$ cat src/rtl/align_pkg.sv
package align_pkg;
    typedef enum logic [2:0] {
        ST_SEARCH,
        ST_PULSE,
        ST_SETTLE,
        ST_LOCKED,
        ST_ERROR
    } lane_state_t;
endpackage

$ cat src/rtl/align_word_match.sv
module align_word_match #(
    parameter int                 WORD_W  = 16,
    parameter logic [WORD_W-1:0]  PATTERN = {1'b1, {(WORD_W-1){1'b0}}}
) (
    input  logic [WORD_W-1:0] word_i,
    output logic              hit_o
);
    always_comb begin
        hit_o = (word_i == PATTERN);
    end
endmodule

$ cat src/rtl/align_lane.sv
module align_lane
    import align_pkg::*;
#(
    parameter int WORD_W       = 16,
    parameter int SLIP_HOLD    = 4,
    parameter int SETTLE_CYC   = 16,
    parameter int LOCK_MATCHES = 3,
    parameter int LOSS_MISSES  = 4,
    parameter int MAX_SLIPS    = 16
) (
    input  logic              clk,
    input  logic              rst_n,
    input  logic              train_en_i,
    input  logic [WORD_W-1:0] word_i,
    output logic              slip_o,
    output logic              locked_o,
    output logic              err_o
);
    localparam logic [WORD_W-1:0] TRAIN_WORD = {1'b1, {(WORD_W-1){1'b0}}};
    localparam int CNT_W = $clog2(SLIP_HOLD + SETTLE_CYC + LOCK_MATCHES + LOSS_MISSES + 1);
    localparam int SLP_W = $clog2(MAX_SLIPS + 1);

    lane_state_t      state_q, state_d;
    logic [CNT_W-1:0] cnt_q, cnt_d;
    logic [SLP_W-1:0] slips_q, slips_d;
    logic             hit;

    align_word_match #(.WORD_W(WORD_W), .PATTERN(TRAIN_WORD)) u_match (
        .word_i(word_i),
        .hit_o (hit)
    );

    // next-state and counter logic
    always_comb begin
        state_d = state_q;
        cnt_d   = cnt_q;
        slips_d = slips_q;
        unique case (state_q)
            ST_SEARCH: begin
                if (!train_en_i) begin
                    cnt_d = '0;
                end else if (hit) begin
                    if (cnt_q == CNT_W'(LOCK_MATCHES - 1)) begin
                        state_d = ST_LOCKED;   // match-run
                        cnt_d   = '0;
                        slips_d = '0;
                    end else begin
                        cnt_d = cnt_q + 1'b1;
                    end
                end else if (slips_q == SLP_W'(MAX_SLIPS)) begin
                    state_d = ST_ERROR;        // give-up
                    cnt_d   = '0;
                end else begin
                    state_d = ST_PULSE;        // miss
                    cnt_d   = '0;
                    slips_d = slips_q + 1'b1;
                end
            end
            ST_PULSE: begin
                if (cnt_q == CNT_W'(SLIP_HOLD - 1)) begin
                    state_d = ST_SETTLE;       // hold-done
                    cnt_d   = '0;
                end else begin
                    cnt_d = cnt_q + 1'b1;
                end
            end
            ST_SETTLE: begin
                if (cnt_q == CNT_W'(SETTLE_CYC - 1)) begin
                    state_d = ST_SEARCH;       // settle-done
                    cnt_d   = '0;
                end else begin
                    cnt_d = cnt_q + 1'b1;
                end
            end
            ST_LOCKED: begin
                if (train_en_i && !hit) begin
                    if (cnt_q == CNT_W'(LOSS_MISSES - 1)) begin
                        state_d = ST_SEARCH;   // loss
                        cnt_d   = '0;
                    end else begin
                        cnt_d = cnt_q + 1'b1;
                    end
                end else begin
                    cnt_d = '0;
                end
            end
            ST_ERROR: begin
                if (!train_en_i) begin
                    state_d = ST_SEARCH;       // clear
                    cnt_d   = '0;
                    slips_d = '0;
                end
            end
            default: state_d = ST_SEARCH;
        endcase
    end

    // state register
    always_ff @(posedge clk or negedge rst_n) begin
        if (!rst_n) begin
            state_q <= ST_SEARCH;
            cnt_q   <= '0;
            slips_q <= '0;
        end else begin
            state_q <= state_d;
            cnt_q   <= cnt_d;
            slips_q <= slips_d;
        end
    end

    // outputs
    always_comb begin
        slip_o   = (state_q == ST_PULSE);
        locked_o = (state_q == ST_LOCKED);
        err_o    = (state_q == ST_ERROR);
    end

    // length of the current slip run, kept for the pulse-width check
    logic [CNT_W-1:0] hi_run;
    always_ff @(posedge clk or negedge rst_n) begin
        if (!rst_n)      hi_run <= '0;
        else if (slip_o) hi_run <= hi_run + 1'b1;
        else             hi_run <= '0;
    end

    AST_SLIP_WIDTH: assert property (@(posedge clk) disable iff (!rst_n)
        $fell(slip_o) |-> hi_run == CNT_W'(SLIP_HOLD));
    AST_LOCK_ON_MATCH: assert property (@(posedge clk) disable iff (!rst_n)
        $rose(locked_o) |-> $past(word_i == TRAIN_WORD && train_en_i));
    AST_LOCK_KEPT_IDLE: assert property (@(posedge clk) disable iff (!rst_n)
        $past(!train_en_i && locked_o) |-> locked_o);
    AST_ERR_STICKY: assert property (@(posedge clk) disable iff (!rst_n)
        $past(err_o && train_en_i) |-> err_o);
    AST_SLIP_BUDGET: assert property (@(posedge clk) disable iff (!rst_n)
        slips_q <= SLP_W'(MAX_SLIPS));
endmodule

$ cat src/rtl/lane_align_ctrl.sv
module lane_align_ctrl #(
    parameter int LANES        = 4,
    parameter int WORD_W       = 16,
    parameter int SLIP_HOLD    = 4,
    parameter int SETTLE_CYC   = 16,
    parameter int LOCK_MATCHES = 3,
    parameter int LOSS_MISSES  = 4,
    parameter int MAX_SLIPS    = 16
) (
    input  logic                    clk,
    input  logic                    rst_n,
    input  logic                    train_en,
    input  logic [LANES*WORD_W-1:0] lane_word,
    output logic [LANES-1:0]        slip_req,
    output logic [LANES-1:0]        lane_locked,
    output logic [LANES-1:0]        align_err,
    output logic                    all_locked
);
    for (genvar g = 0; g < LANES; g++) begin : g_lane
        align_lane #(
            .WORD_W      (WORD_W),
            .SLIP_HOLD   (SLIP_HOLD),
            .SETTLE_CYC  (SETTLE_CYC),
            .LOCK_MATCHES(LOCK_MATCHES),
            .LOSS_MISSES (LOSS_MISSES),
            .MAX_SLIPS   (MAX_SLIPS)
        ) u_lane (
            .clk       (clk),
            .rst_n     (rst_n),
            .train_en_i(train_en),
            .word_i    (lane_word[g*WORD_W +: WORD_W]),
            .slip_o    (slip_req[g]),
            .locked_o  (lane_locked[g]),
            .err_o     (align_err[g])
        );
    end

    always_comb begin
        all_locked = &lane_locked;
    end

    AST_ALL_NEEDS_EACH: assert property (@(posedge clk) disable iff (!rst_n)
        all_locked |-> align_err == '0 && slip_req == '0);
endmodule

$ cat config.mk
export PLATFORM = sky130hd
export DESIGN_NAME = lane_align_ctrl
export DESIGN_NICKNAME = d
export VERILOG_FILES = /design/src/rtl/align_pkg.sv /design/src/rtl/align_word_match.sv /design/src/rtl/align_lane.sv /design/src/rtl/lane_align_ctrl.sv
export SDC_FILE = /design/constraint.sdc
export NUM_CORES = 1
export LEC_CHECK = 0
export BUFFER_PORTS_ARGS = -buffer_cell sky130_fd_sc_hd__buf_2
export CAP_MARGIN = 20
export CORE_MARGIN = 3
export CORE_UTILIZATION = 52
export CTS_BUF_LIST = sky130_fd_sc_hd__clkbuf_8
export DETAILED_ROUTE_END_ITERATION = 10
export PLACE_DENSITY = 0.79
export SLEW_MARGIN = 20
export SYNTH_ARGS = -nofsm -noshare
export SYNTH_HDL_FRONTEND = slang
export SYNTH_SLANG_ARGS = --single-unit
$ cat constraint.sdc
create_clock -name clk -period 1.9 [get_ports clk]
set_input_delay 0.285 -clock clk [delete_from_list [all_inputs] [get_ports clk]]
set_output_delay 0.285 -clock clk [all_outputs]
set_load 0.02 [all_outputs]
Word-level counts from Yosys, hierarchy flattened. Cells that the tools add are included. Widths: inputs -> output; s select.

Reduce and logical (&&, ||, !) cells: 33. Equal/unequal tests: 68. Multiplexer cells: 86. $add $sub $neg: 8.

Operators with widths (count): $mux 5 (41); $pmux 5 s5 (4); $mux 3 (33); $eq 16x16->1 const B (4); $pmux 3 s5 (4); $add 5x1->5 const B (8); $eq 5x2->1 const B (8); $ne 2x2->1 const B (20); $pmux 5 s2 (4); $reduce_and 7->1 (4); $eq 3x2->1 const B (8); $eq 5x4->1 const B (4); $eq 5x5->1 const B (4); $reduce_and 5->1 (4); $reduce_bool 5->1 (4); $eq 3x1->1 const B (4); $eq 3x3->1 const B (4); $logic_not 3->1 (4); $ne 3x2->1 const B (4); $ne 3x3->1 const B (4); $ne 2x1->1 const B (4); $reduce_and 2->1 (4); $reduce_bool 2->1 (4); $logic_and 1x1->1 (4); other kinds (2) (5).

Output and inout bits: 13. Register bits: 52. Bits of input ports: 67. Word-level logic and storage cells: 207.

Longest topological paths before layout. Gate-level depths: netlist of run 1.

Word-level depth: 5. Mapped depth: 9. Mapped depth without buffers: 9.

Cells and area by module. Synthesis of run 1 repeated with hierarchy kept, for this count alone.

Cell total of the unflattened synthesis: 443. Area total of the unflattened synthesis: 3956.3 um^2.

Modules (own cells, without submodules): align_lane (g_lane[0].u_lane ...) (area each 934.6 um^2, times used 2, sequential area each 325.3 um^2, cells an instance 106); align_lane (g_lane[2].u_lane) (area each 967.2 um^2, times used 1, sequential area each 325.3 um^2, cells an instance 106); align_lane (g_lane[3].u_lane) (area each 940.9 um^2, times used 1, sequential area each 325.3 um^2, cells an instance 104); align_word_match (area each 42.5 um^2, times used 4, sequential area each 0.0 um^2, cells an instance 5); lane_align_ctrl (area each 8.8 um^2, times used 1, sequential area each 0.0 um^2, cells an instance 1).

Least setup slack after synthesis of run 1. OpenSTA, ideal clock, no wires.

Path kind: input to register. Start point: input lane_word[58]. End point: register g_lane[3].u_lane.cnt_q[4]. Stages on the path: 4. Data required time: 1.813 ns. Library setup time: 0.087 ns. Slack: -0.292 ns. Buffers on the path: 0. Arrival time: 2.105 ns. Cell sequence: or4_1 -> or4_4 -> or4_4 -> a211oi_2.

Word-level cells in the longest chain between the ends: 5. Elaborated cells on any way between the ends: 7. Classes of those cells: eq/ne: 1; mux: 4; reduce/logical: 2.

RTL lines: from (decl) (line lane_align_ctrl.sv:13) `input logic [LANES*WORD_W-1:0] lane_word,`; $eq 16x16->1 (*) (line align_word_match.sv:9) `hit_o = (word_i == PATTERN);`; $logic_not 1->1 (line align_lane.sv:76) `if (train_en_i && !hit) begin`; $logic_and 1x1->1 (line align_lane.sv:76); $mux 5 (line align_lane.sv:76); $pmux 5 s5 (*) (line align_lane.sv:38) `unique case (state_q)`; to (signal assigned) (line align_lane.sv:106) `cnt_q <= cnt_d;`; to (decl) (line align_lane.sv:24) `logic [CNT_W-1:0] cnt_q, cnt_d;`.

Every way passes the cells marked *; elsewhere a longest branch is shown, timed or not. A chain may end at the register's enable or synchronous reset.

Worst setup path after layout of run 1.
Start point: register g_lane[2].u_lane.cnt_q[0]. End point: register g_lane[2].u_lane.state_q[2].

Word-level cells in the longest chain between the ends: 3. Elaborated cells on any way between the ends: 8. Classes of those cells: eq/ne: 7; reduce/logical: 1.

RTL lines: from (decl) (line align_lane.sv:24); from (signal assigned) (line align_lane.sv:106); $eq 5x2->1 (tied with other cells) (line align_lane.sv:43) `if (cnt_q == CNT_W'(LOCK_MATCHES - 1)) begin`; $ne 3x3->1 (no source line) (tied with other cells); $reduce_and 7->1 (no source line) (*); to (signal assigned) (line align_lane.sv:105) `state_q <= state_d;`; to (decl) (line align_lane.sv:23) `lane_state_t state_q, state_d;`.

Marked as above.

==> results of run 1 <==
-- through the flow --
stage / utilization / TNS [ns]
after floorplan: - / -2.13
after global placement: 0.684 / -7.15
after detailed placement: 0.684 / -8.87
after CTS: 0.731 / -0.895
after global routing: 0.815 / -3.95
final: 0.815 / -1.56
-- registers in the layout, summed over array words and instances, names as in the netlist --
name / flops
g_lane.u_lane.slips_q: 20
g_lane.u_lane.state_q: 12
g_lane.u_lane.cnt_q: 20
-- worst paths after layout --
check	startpoint	to	slack, ns	depth (start not counted)
max in group asynchronous	rst_n	g_lane[2].u_lane.state_q[0]$_DFFE_PN0P_	1.13	3
max reg2reg	g_lane[2].u_lane.cnt_q[0]$_DFFE_PN0P_	g_lane[2].u_lane.state_q[2]$_DFFE_PN0P_	-0.20	7
max	g_lane[2].u_lane.cnt_q[0]$_DFFE_PN0P_	g_lane[2].u_lane.state_q[2]$_DFFE_PN0P_	-0.20	7
min reg2reg	g_lane[2].u_lane.slips_q[4]$_DFFE_PN0P_	g_lane[2].u_lane.slips_q[4]$_DFFE_PN0P_	0.54	1
min	train_en	g_lane[2].u_lane.state_q[2]$_DFFE_PN0P_	0.45	3
min in group asynchronous	rst_n	g_lane[3].u_lane.cnt_q[4]$_DFFE_PN0P_	0.48	3
-- cells in the mapped netlist, drive strengths merged (3+ instances only) --
master,n
a2111oi,4
or4b,6
nand4,7
mux2i,10
a31oi,8
nor3,16
ha,24
o22ai,10
o211ai,5
buf,15
nor2b,15
a21oi,16
and2,3
dfrtp,52
nor4,12
and3b,3
a32oi,3
and4,3
o41ai,3
a211o,6
nor3b,11
nand2b,8
inv,39
nor2,28
o21ai,25
o31ai,5
o32ai,9
and3,7
nor4b,7
clkbuf,16
nand2,42
or3,3
nand3,24
or4,11
o31a,3
a21o,6
-- routing by layer --
layer / GRT usage / wire, microns / vias to the layer above
li1: - / - / 2206
met1: 0.305 / 5390 / 2364
met2: 0.496 / 7670 / 255
met3: 0.0375 / 894 / 83
met4: 0.104 / 826 / 0
met5: 0 / 0 / -
-- power breakdown --
group / leakage, nW / total (mW) / switching [mW] / internal [mW]
Sequential: 0.624 / 2.01 / 0.538 / 1.47
Clock: 0.0400 / 0.639 / 0.388 / 0.251
Combinational: 2.15 / 4.68 / 2.45 / 2.23
Total: 2.81 / 7.32 / 3.37 / 3.95
-- tightest hold or removal path: stages --
cell and delay [ns]:
buf_2 0.23, nand2_1 0.15, a21oi_2 0.06
-- cells by family (layout without fill, tap and decap cells) --
kind of cell	after synthesis	count (layout)
AOI/OAI and AO/OA	125	125
xor gates and xnor gates	2	2
adders and majority gates	24	24
buffers and inverters	70	235
DFF	52	52
muxes	11	11
and+or+nand+nor	216	216
-- repair_timing --
action,CTS,global route
pin swaps,34,44
endpoints found under the hold margin,52,0
setup endpoints to repair,37,50
gates resized for setup,55,107
hold buffers,1,0
gates cloned,0,0
setup buffers,7,15
-- cell type report --
cell class              count  area, sq um
repair buffers            189         1280
fillers                   444         1440
clock buffers               5         68.8
clock inverters             2         12.5
multi-input cells         378         3380
well taps                 102          128
inverters                  39          149
flip-flops and latches     52         1310
==> metrics.csv, run 1 <==
metric,value,unit
main area contributors after synthesis,"dfrtp_1 31%, ha_1 7.1%, nand2_1 3.8%, inv_1 3.5%, nand3_1 2.9%",
Syn Area/Cell,8.40,sq um
Placeable Area,7770,sq um
"Seq/Total Area, Yosys",0.310,
FP Rows,32,
CTS tree,built,
Num CTS Buffers,5,
vias per inst,6.40,
Slowest cell on crit path,or4b_4,
diode count,0,
DRC viols,0,
relative slew slack,0.581,
Pwr per Cell Area,1160,nW/um^2
CP max FO,4,
antenna-violating nets left,0,
Syn Std Cell Area,4200,sq um
complex-gate fraction of the synthesized area,0.212,
die span in y,95.9,microns
initial DRC count,336,
critical path arrival,2.35,ns
CP startpoint kind,flop,
Initial Util,0.541,
main combinational cell family by area after synthesis,simple AND/OR/NAND/NOR gates,
CTS root buf,clkbuf_8,
DP Cell Count,738,
synth-to-layout area growth,50.7,%
full die area,9190,sq um
count of final setup violators,26,
status,"finished, violations left",
Worst Hold Class,input port to flop,
Worst-path clk slew,0.10,ns
Critical Path Max Stage Delay,0.49,ns
share of layout cells above drive strength 1,0.486,
RSZ-0062 raised after global routing,true,
mux cell area share after synthesis,0.0265,
post-synthesis xor/xnor area fraction,0.00417,
Post-Syn Instances,500,
number of global-route vias before repair,4523,
Max Slew Vio Count,0,
Max-Cap Viols,0,
htree depth,2,
WL per Instance,19.3,microns
Final Hold Vio Count,0,
fmax,476,MHz
post-layout instance count excluding filler cells,767,
initial antenna violation count,0,
IO Port Bufs,79,
pre-CTS WS,-0.407,ns
most frequent cells in the layout,"99 x buf_4, 77 x buf_2, 42 x dfrtp_1",
Yosys top cell area share,0.310,
post-synthesis simple-gate area fraction,0.302,
VDD IR max,0.711,mV
Synth Net Count,591,
clock tree buffer depth,2,
"EDFF count, synth",0,
largest net degree at the start of global routing,53,
Ys Warns,0,
DP Wirelength,8.70,mm
most frequent CP cell,a211o_1,
PnR worst setup slack,-0.202,ns
Final period util,1.11,
CP endpoint kind,flop,
die width,95.9,microns
P_leak,2.81,nW
layout net count,756,
Post-synth ARST share,1.00,
gpl congestion,0.893,
Final Total Pwr,7.32,mW
crit path buf inv count,1,
Tmin final,2.10,ns
GR Overflow Total,0,
dominant cell type by area after synthesis,dfrtp_1,
"most common cell after layout, fill and taps aside",buf_4,
post-route cell area,6330,sq um
CTS sink count,52,
worst-skew pair later-pin latency,0.32,ns
post-synthesis cell type count,69,
post-synthesis adder-cell area fraction,0.0715,
Fin Clk Skew,0.0102,ns
Vias,4908,
Pre-antenna DRT Iters,5,
IO Pins,80,
"Cell Chain, Critical Path","inv_2, ha_4, or4b_4, o21ba_1, a211o_1, a211o_1, a21oi_2",
"Top FF cell, synth",dfrtp_1,
Fin Hold WS,0.446,ns
violated checks,setup timing,
drt total wl,14.8,mm
first-pass GRT wire length,19.8,mm
Tot GR Track Use,0.266,
placed instance area,5310,sq um
Worst Setup Path Type,flop to flop,
crit-path leading delay family,compound AO/OA/AOI/OAI gates,
flop and latch count out of synthesis,52,
Worst-Margin Slew,0.628,ns
CP required,2.14,ns
(Power assumes the default switching activity.)
==> run 2, diff against run 1 <==
Settings changed: CAP_MARGIN 20 to not set, SYNTH_HIERARCHICAL set to 1.
==> run 2 against run 1 <==
  * The flow now finishes without violations
  * Critical path depth down 3
  * Combinational power down 39%
  * Non-clock buffer count shrank 59
  * Final area shrank 21%
  * Core utilization is 13 points lower
  * Clock skew fell by 0.0014 ns
  * Synthesized area shrank 5.8%
  * Via count fell by 22%
  * Worst setup slack better by 0.27 ns
  * Critical endpoint is now align_err[1]
  * Critical path type is now flop to primary output
  * Synthesized cell count is 11% lower
  * Count of clock-buffer cells in the layout grew 2
  * Sequential power down 10%
==> metrics.csv, run 2 <==
metric,value,unit,change
status,completed,,
pre-CTS WS,-0.133,ns,+0.274 ns
post-synthesis cell type count,71,,+2.9%
Yosys top cell area share,0.329,,+0.0191
gpl congestion,0.817,,-8.5%
Final Total Pwr,5.35,mW,-27%
IO Port Bufs,79,,unchanged
clock tree buffer depth,2,,unchanged
CP endpoint kind,primary output,,
crit-path leading delay family,buffers and inverters,,
met3 GRT Util,0.0330,,-0.00454
RSZ-0062 raised after global routing,true,,
IO Pins,80,,unchanged
Initial Util,0.540,,-0.00107
CP max FO,13,,+9
htree depth,2,,unchanged
most frequent cells in the layout,"78 x buf_2, 50 x dfrtp_1, 49 x buf_4",,
Ys Warns,6,,+6
synth-to-layout area growth,26.2,%,
Placeable Area,7330,sq um,-5.6%
Worst Setup Path Type,flop to primary output,,
diode count,0,,unchanged
P_sw,2.27,mW,-33%
Reg power frac,0.339,,+0.065
DP Wirelength,7.28,mm,-16%
most frequent cell after synthesis,dfrtp_1,,
critical path arrival,1.55,ns,-0.80 ns
full die area,8690,sq um,-5.5%
"Cell Chain, Critical Path","buf_4, nor3b_1, buf_4, buf_2",,
DRC viols,0,,unchanged
die width,93.2,microns,-2.8%
layout net count,652,,-14%
flop and latch count out of synthesis,52,,unchanged
Syn Area/Cell,8.93,sq um,+6.3%
Slowest cell on crit path,dfrtp_1,,
"EDFF count, synth",0,,unchanged
Worst-Margin Slew,0.522,ns,-0.106 ns
met2 Usage GRT,0.389,,-0.107
Logic pwr share,0.535,,-0.104
commonest cells in the netlist,"52 x dfrtp_1, 38 x inv_1, 32 x nand2_1",,
Worst-path clk slew,0.09,ns,about the same
Pwr per Cell Area,1070,nW/um^2,-7.4%
crit path buf inv count,3,,+2
CTS root buf,clkbuf_8,,
drt total wl,9.54,mm,-35%
CP required,1.62,ns,-0.52 ns
count of final setup violators,0,,-100%
antenna-violating nets left,0,,unchanged
initial antenna violation count,0,,unchanged
main area contributors after synthesis,"dfrtp_1 33%, ha_1 7.6%, inv_1 3.6%, nand3_1 3.0%, nand2_1 3.0%",,
post-layout instance count excluding filler cells,660,,-14%
Post-Syn Instances,443,,-11%
CTS sink count,52,,unchanged
WL per Instance,14.4,microns,-25%
Post-synth ARST share,1.00,,unchanged
Final period util,0.965,,-0.141
"Seq/Total Area, Yosys",0.329,,+0.0191
worst-skew pair later-pin latency,0.30,ns,-0.02 ns
VDD IR max,0.567,mV,-20%
met1 GRT Util,0.294,,-0.0104
"Top FF cell, synth",dfrtp_1,,
vias per inst,5.83,,-8.8%
share of layout cells above drive strength 1,0.335,,-0.151
Final Hold Vio Count,0,,unchanged
Pre-antenna DRT Iters,6,,+1
cell-internal power,3.08,mW,-22%
Syn Std Cell Area,3960,sq um,-5.8%
placed instance area,4760,sq um,-10%
clock share of power,0.126,,+0.039
number of global-route vias before repair,3765,,-17%
post-route cell area,4990,sq um,-21%
initial DRC count,153,,-54%
Vias,3850,,-22%
final core utilization,0.681,,-0.134
fmax,545,MHz,+15%
die span in y,93.2,microns,-2.8%
Fin Clk Skew,0.00879,ns,-0.00140 ns
Synth Net Count,534,,-9.6%
switching share of power,0.425,,-0.0355
Worst Hold Class,input port to flop,,
PnR worst setup slack,0.0661,ns,+0.268 ns
grt peak-use layer,met2,,
Max-Cap Viols,0,,unchanged
Tot GR Track Use,0.227,,-0.0393
largest net degree at the start of global routing,53,,unchanged
most frequent CP cell,buf_4,,
Tmin final,1.83,ns,-0.268 ns
Critical Path Max Stage Delay,0.39,ns,-0.10 ns
"most common cell after layout, fill and taps aside",buf_2,,
GR Overflow Total,0,,unchanged
dominant cell type by area after synthesis,dfrtp_1,,
CP startpoint kind,flop,,
FP Rows,31,,-3.1%
Num CTS Buffers,5,,unchanged
DP Cell Count,650,,-12%
P_leak,2.29,nW,-19%
CTS tree,built,,
first-pass GRT wire length,16.4,mm,-17%
Top Registers,"g_lane.u_lane/cnt_q: 20 flops, g_lane.u_lane/slips_q: 20 flops, g_lane.u_lane/state_q: 12 flops",,
Max Slew Vio Count,0,,unchanged
relative slew slack,0.648,,+0.0667
-- run 2: cell count changes after synthesis, sizes merged, moves of 7 or more --
cell / delta
or4: -10
nor3: -7
a211oi: +7
a31oi: +7
buf: -10
nand2: -10
o22ai: -8
nor2b: -9
o32ai: -9
-- run 2: layout make-up --
class                           count  area, sq um
Timing Repair Buffer              130          800
Sequential cell                    52         1300
Inverter                           38          145
Multi-Input combinational cell    334         2530
Tap cell                           99          124
Clock buffer                        7         96.3
Fill cell                         573         2340
-- run 2: cell families after synthesis --
logic type               synth area share
adder cells (fa/ha/maj)            0.0759
AND/OR/NAND/NOR                     0.274
multiplexers                       0.0244
XOR/XNOR                           0.0133
AO/OA/AOI/OAI                       0.225
buffers and inverters              0.0585
flip-flops                          0.329
-- run 2: what timing repair did --
item	CTS	global route
endpoints found under the hold margin	52	0
hold buffers	1	0
resized for setup	4	28
buffers inserted	0	2
pin swaps	1	9
endpoints found under the setup margin	6	26
-- run 2: through the flow --
stage | setup TNS, ns | hold slack, ns
3_5_place_dp | -0.782 | 0.304
5_1_grt | -0.0400 | 0.432
6_report | 0 | 0.433
3_3_place_gp | -0.0119 | 0.304
4_1_cts | 0 | 0.433
2_1_floorplan | 0 | -0.0106
-- run 2: path summary, 6_finish.rpt --
| kind | startpoint | endpoint | slack, ns | cells past startpoint |
|---|---|---|---|---|
| max in group asynchronous | rst_n | g_lane[3].u_lane/state_q[1]$_DFFE_PN0P_ | 1.14 | 3 |
| max reg2reg | g_lane[3].u_lane/cnt_q[0]$_DFFE_PN0P_ | g_lane[3].u_lane/cnt_q[0]$_DFFE_PN0P_ | 0.08 | 6 |
| min reg2reg | g_lane[0].u_lane/slips_q[4]$_DFFE_PN0P_ | g_lane[0].u_lane/slips_q[4]$_DFFE_PN0P_ | 0.48 | 1 |
| min | train_en | g_lane[3].u_lane/state_q[2]$_DFFE_PN0P_ | 0.43 | 3 |
| min in group asynchronous | rst_n | g_lane[2].u_lane/slips_q[2]$_DFFE_PN0P_ | 0.49 | 3 |
| max | g_lane[1].u_lane/state_q[1]$_DFFE_PN0P_ | align_err[1] | 0.07 | 4 |
-- run 2: tightest hold or removal path: stages --
cell,delay [ns]
buf_2,0.15
buf_4,0.17
o211a_1,0.10
-- run 2: power by group through the flow --
stage / sequential, mW / clock [mW] / combinational [mW]
4_1_cts: 1.79 / 0.703 / 2.70
2_1_floorplan: 1.78 / 0 / 1.79
6_report: 1.81 / 0.676 / 2.86
3_5_place_dp: 1.81 / 0 / 2.67
3_3_place_gp: 1.79 / 0 / 2.57
5_1_grt: 1.87 / 0.746 / 3.17
-- run 2: routing by layer --
layer  routed length [microns]  part of all wire
met5                         0                 0
met3                       423             0.044
met1                      4190              0.44
met2                      4830              0.51
met4                        83            0.0087
==> run 3, diff against run 2 <==
Settings changed: BUFFER_PORTS_ARGS -buffer_cell sky130_fd_sc_hd__buf_2 to -buffer_cell sky130_fd_sc_hd__buf_4.
==> run 3 against run 2 <==
  * Worst setup slack got worse by 0.0011 ns
  * Routed wire length rose by 2.9%
  * Clock power rose by 35%
  * Critical path depth increased by 5
  * Via count is 0.52% higher
  * Largest cell class unchanged
  * Register-to-register slack about the same
  * Non-clock buffer count grew 5
==> metrics.csv, run 3 (synthesized netlist as in run 2, its figures left out) <==
metric,value,unit,change
status,completed,,
Pre-antenna DRT Iters,7,,+1
Pwr per Cell Area,1100,nW/um^2,+3.0%
Worst Setup Path Type,flop to flop,,
clock share of power,0.156,,+0.030
initial DRC count,132,,-14%
fillers,533,,-7.0%
Max Slew Vio Count,0,,unchanged
Worst-Margin Slew,0.678,ns,+0.156 ns
"most common cell after layout, fill and taps aside",buf_4,,
gpl congestion,0.822,,+0.55%
VDD IR max,0.558,mV,-1.6%
reg-to-reg endpoint,g_lane[1].u_lane/cnt_q[3]$_DFFE_PN0P_,,
layout net count,657,,+0.77%
CP required,2.14,ns,+0.52 ns
first-pass GRT wire length,16.2,mm,-1.3%
switching share of power,0.406,,-0.0191
Fin Clk Skew,0.0135,ns,+0.00467 ns
die width,93.2,microns,unchanged
htree depth,2,,unchanged
P_leak,2.41,nW,+5.1%
relative slew slack,0.548,,-0.0997
Tmin final,1.83,ns,+0.00106 ns
fmax,545,MHz,about the same
pre-CTS WS,-0.154,ns,-0.0206 ns
Vias,3870,,+0.52%
GR Overflow Total,0,,unchanged
vias per inst,5.81,,-0.39%
post-route cell area,5290,sq um,+5.9%
Placeable Area,7330,sq um,unchanged
CTS root buf,clkbuf_8,,
Final period util,0.966,,about the same
Worst Hold Class,input port to asynchronous set/reset pin,,
Worst-path clk slew,0.10,ns,about the same
Initial Util,0.540,,unchanged
most frequent cells in the layout,"135 x buf_4, 52 x dfrtp_1, 36 x inv_1",,
drt total wl,9.81,mm,+2.9%
RSZ-0062 raised after global routing,true,,
Num CTS Buffers,5,,unchanged
FP Rows,31,,unchanged
Tot GR Track Use,0.224,,-0.00289
clock tree buffer depth,2,,unchanged
number of global-route vias before repair,3759,,-0.16%
full die area,8690,sq um,unchanged
placed instance area,4950,sq um,+4.0%
synth-to-layout area growth,33.7,%,
antenna-violating nets left,0,,unchanged
CP endpoint kind,flop,,
count of final setup violators,0,,unchanged
CP startpoint kind,flop,,
critical path arrival,2.07,ns,+0.52 ns
IO Port Bufs,79,,unchanged
CP Launch Point,g_lane[1].u_lane/cnt_q[0]$_DFFE_PN0P_,,
WL per Instance,14.7,microns,+1.9%
CTS sink count,52,,unchanged
PnR worst setup slack,0.0651,ns,-0.00106 ns
cell-internal power,3.47,mW,+13%
Final Hold Vio Count,0,,unchanged
diode count,0,,unchanged
largest net degree at the start of global routing,53,,unchanged
worst-skew pair later-pin latency,0.31,ns,about the same
Top Registers,"g_lane.u_lane/cnt_q: 20 flops, g_lane.u_lane/slips_q: 20 flops, g_lane.u_lane/state_q: 12 flops",,
share of layout cells above drive strength 1,0.346,,+0.0106
CTS tree,built,,
worst r2r path cells,9,,+3
DP Wirelength,7.34,mm,+0.91%
Max-Cap Viols,0,,unchanged
Reg2Reg Setup Slack,0.07,ns,about the same
die span in y,93.2,microns,unchanged
Reg power frac,0.313,,-0.026
initial antenna violation count,0,,unchanged
FF-to-FF Start,g_lane[1].u_lane/cnt_q[0]$_DFFE_PN0P_,,
DRC viols,0,,unchanged
IO Pins,80,,unchanged
P_sw,2.37,mW,+4.1%
CP max FO,3,,-10
Logic pwr share,0.531,,-0.004
==> run 3: worst max path at each step <==
stage                                              end  slack, ns  cells past startpoint
2_1_floorplan    g_lane[0].u_lane/cnt_q[2]$_DFFE_PN0P_       0.02                      5
3_3_place_gp   g_lane[0].u_lane/slips_q[3]$_DFFE_PN0P_      -0.03                      7
3_5_place_dp   g_lane[0].u_lane/slips_q[1]$_DFFE_PN0P_      -0.15                      8
4_1_cts          g_lane[1].u_lane/cnt_q[1]$_DFFE_PN0P_      0.005                      8
5_1_grt          g_lane[0].u_lane/cnt_q[2]$_DFFE_PN0P_      -0.05                      8
6_report         g_lane[1].u_lane/cnt_q[3]$_DFFE_PN0P_       0.07                      9
==> run 3: per-layer routing <==
layer,track usage,routed length [microns]
met4,0.0440,82
met3,0.0306,497
met2,0.413,5120
met1,0.278,4110
met5,0,0
==> run 3: stage by stage <==
| step | power, mW | utilization | hold slack (ns) | cells | TNS [ns] |
|---|---|---|---|---|---|
| finish | 5.84 | 0.721 | 0.00759 | 666 | 0 |
| global route | 6.27 | 0.721 | 0.0511 | 666 | -0.111 |
| CTS | 5.58 | 0.697 | 0.0279 | 660 | 0 |
| detailed placement | 4.64 | 0.676 | 0.369 | 651 | -1.09 |
| global placement | 4.49 | 0.676 | 0.370 | 651 | -0.0679 |
| floorplan | 3.56 | - | -0.0106 | 443 | 0 |
==> run 3: area by class of cell <==
| cell class | count | area [sq um] | share of cell area |
|---|---|---|---|
| tap | 99 | 124 | 0.0234 |
| timing repair buffer | 135 | 1010 | 0.192 |
| clock buffer | 5 | 68.8 | 0.0130 |
| inverter | 38 | 145 | 0.0274 |
| sequential | 52 | 1300 | 0.246 |
| clock inverter | 3 | 68.8 | 0.0130 |
| multi-input combinational | 334 | 2570 | 0.485 |
==> run 3: power groups by stage <==
stage,Sequential [mW],Combinational [mW],Clock (mW)
finish,1.83,3.10,0.911
global route,1.88,3.41,0.970
CTS,1.81,2.84,0.929
detailed placement,1.83,2.81,0
global placement,1.80,2.69,0
floorplan,1.78,1.79,0
==> run 3: timing repair <==
action,in CTS,in global routing
pin swaps,2,6
hold buffers,0,0
buffers inserted,1,6
resized for setup,4,27
setup endpoints to repair,9,33
hold endpoints to repair,0,0
==> run 3: critical path, cell delays in order (launching register included) <==
cell and delay (ns):
dfrtp_1 0.40, ha_2 0.22, nand3_1 0.12, inv_1 0.06, ha_1 0.21, a21o_1 0.19, a21oi_2 0.16, o21ai_2 0.10
buf_4 0.16, o21ai_1 0.14
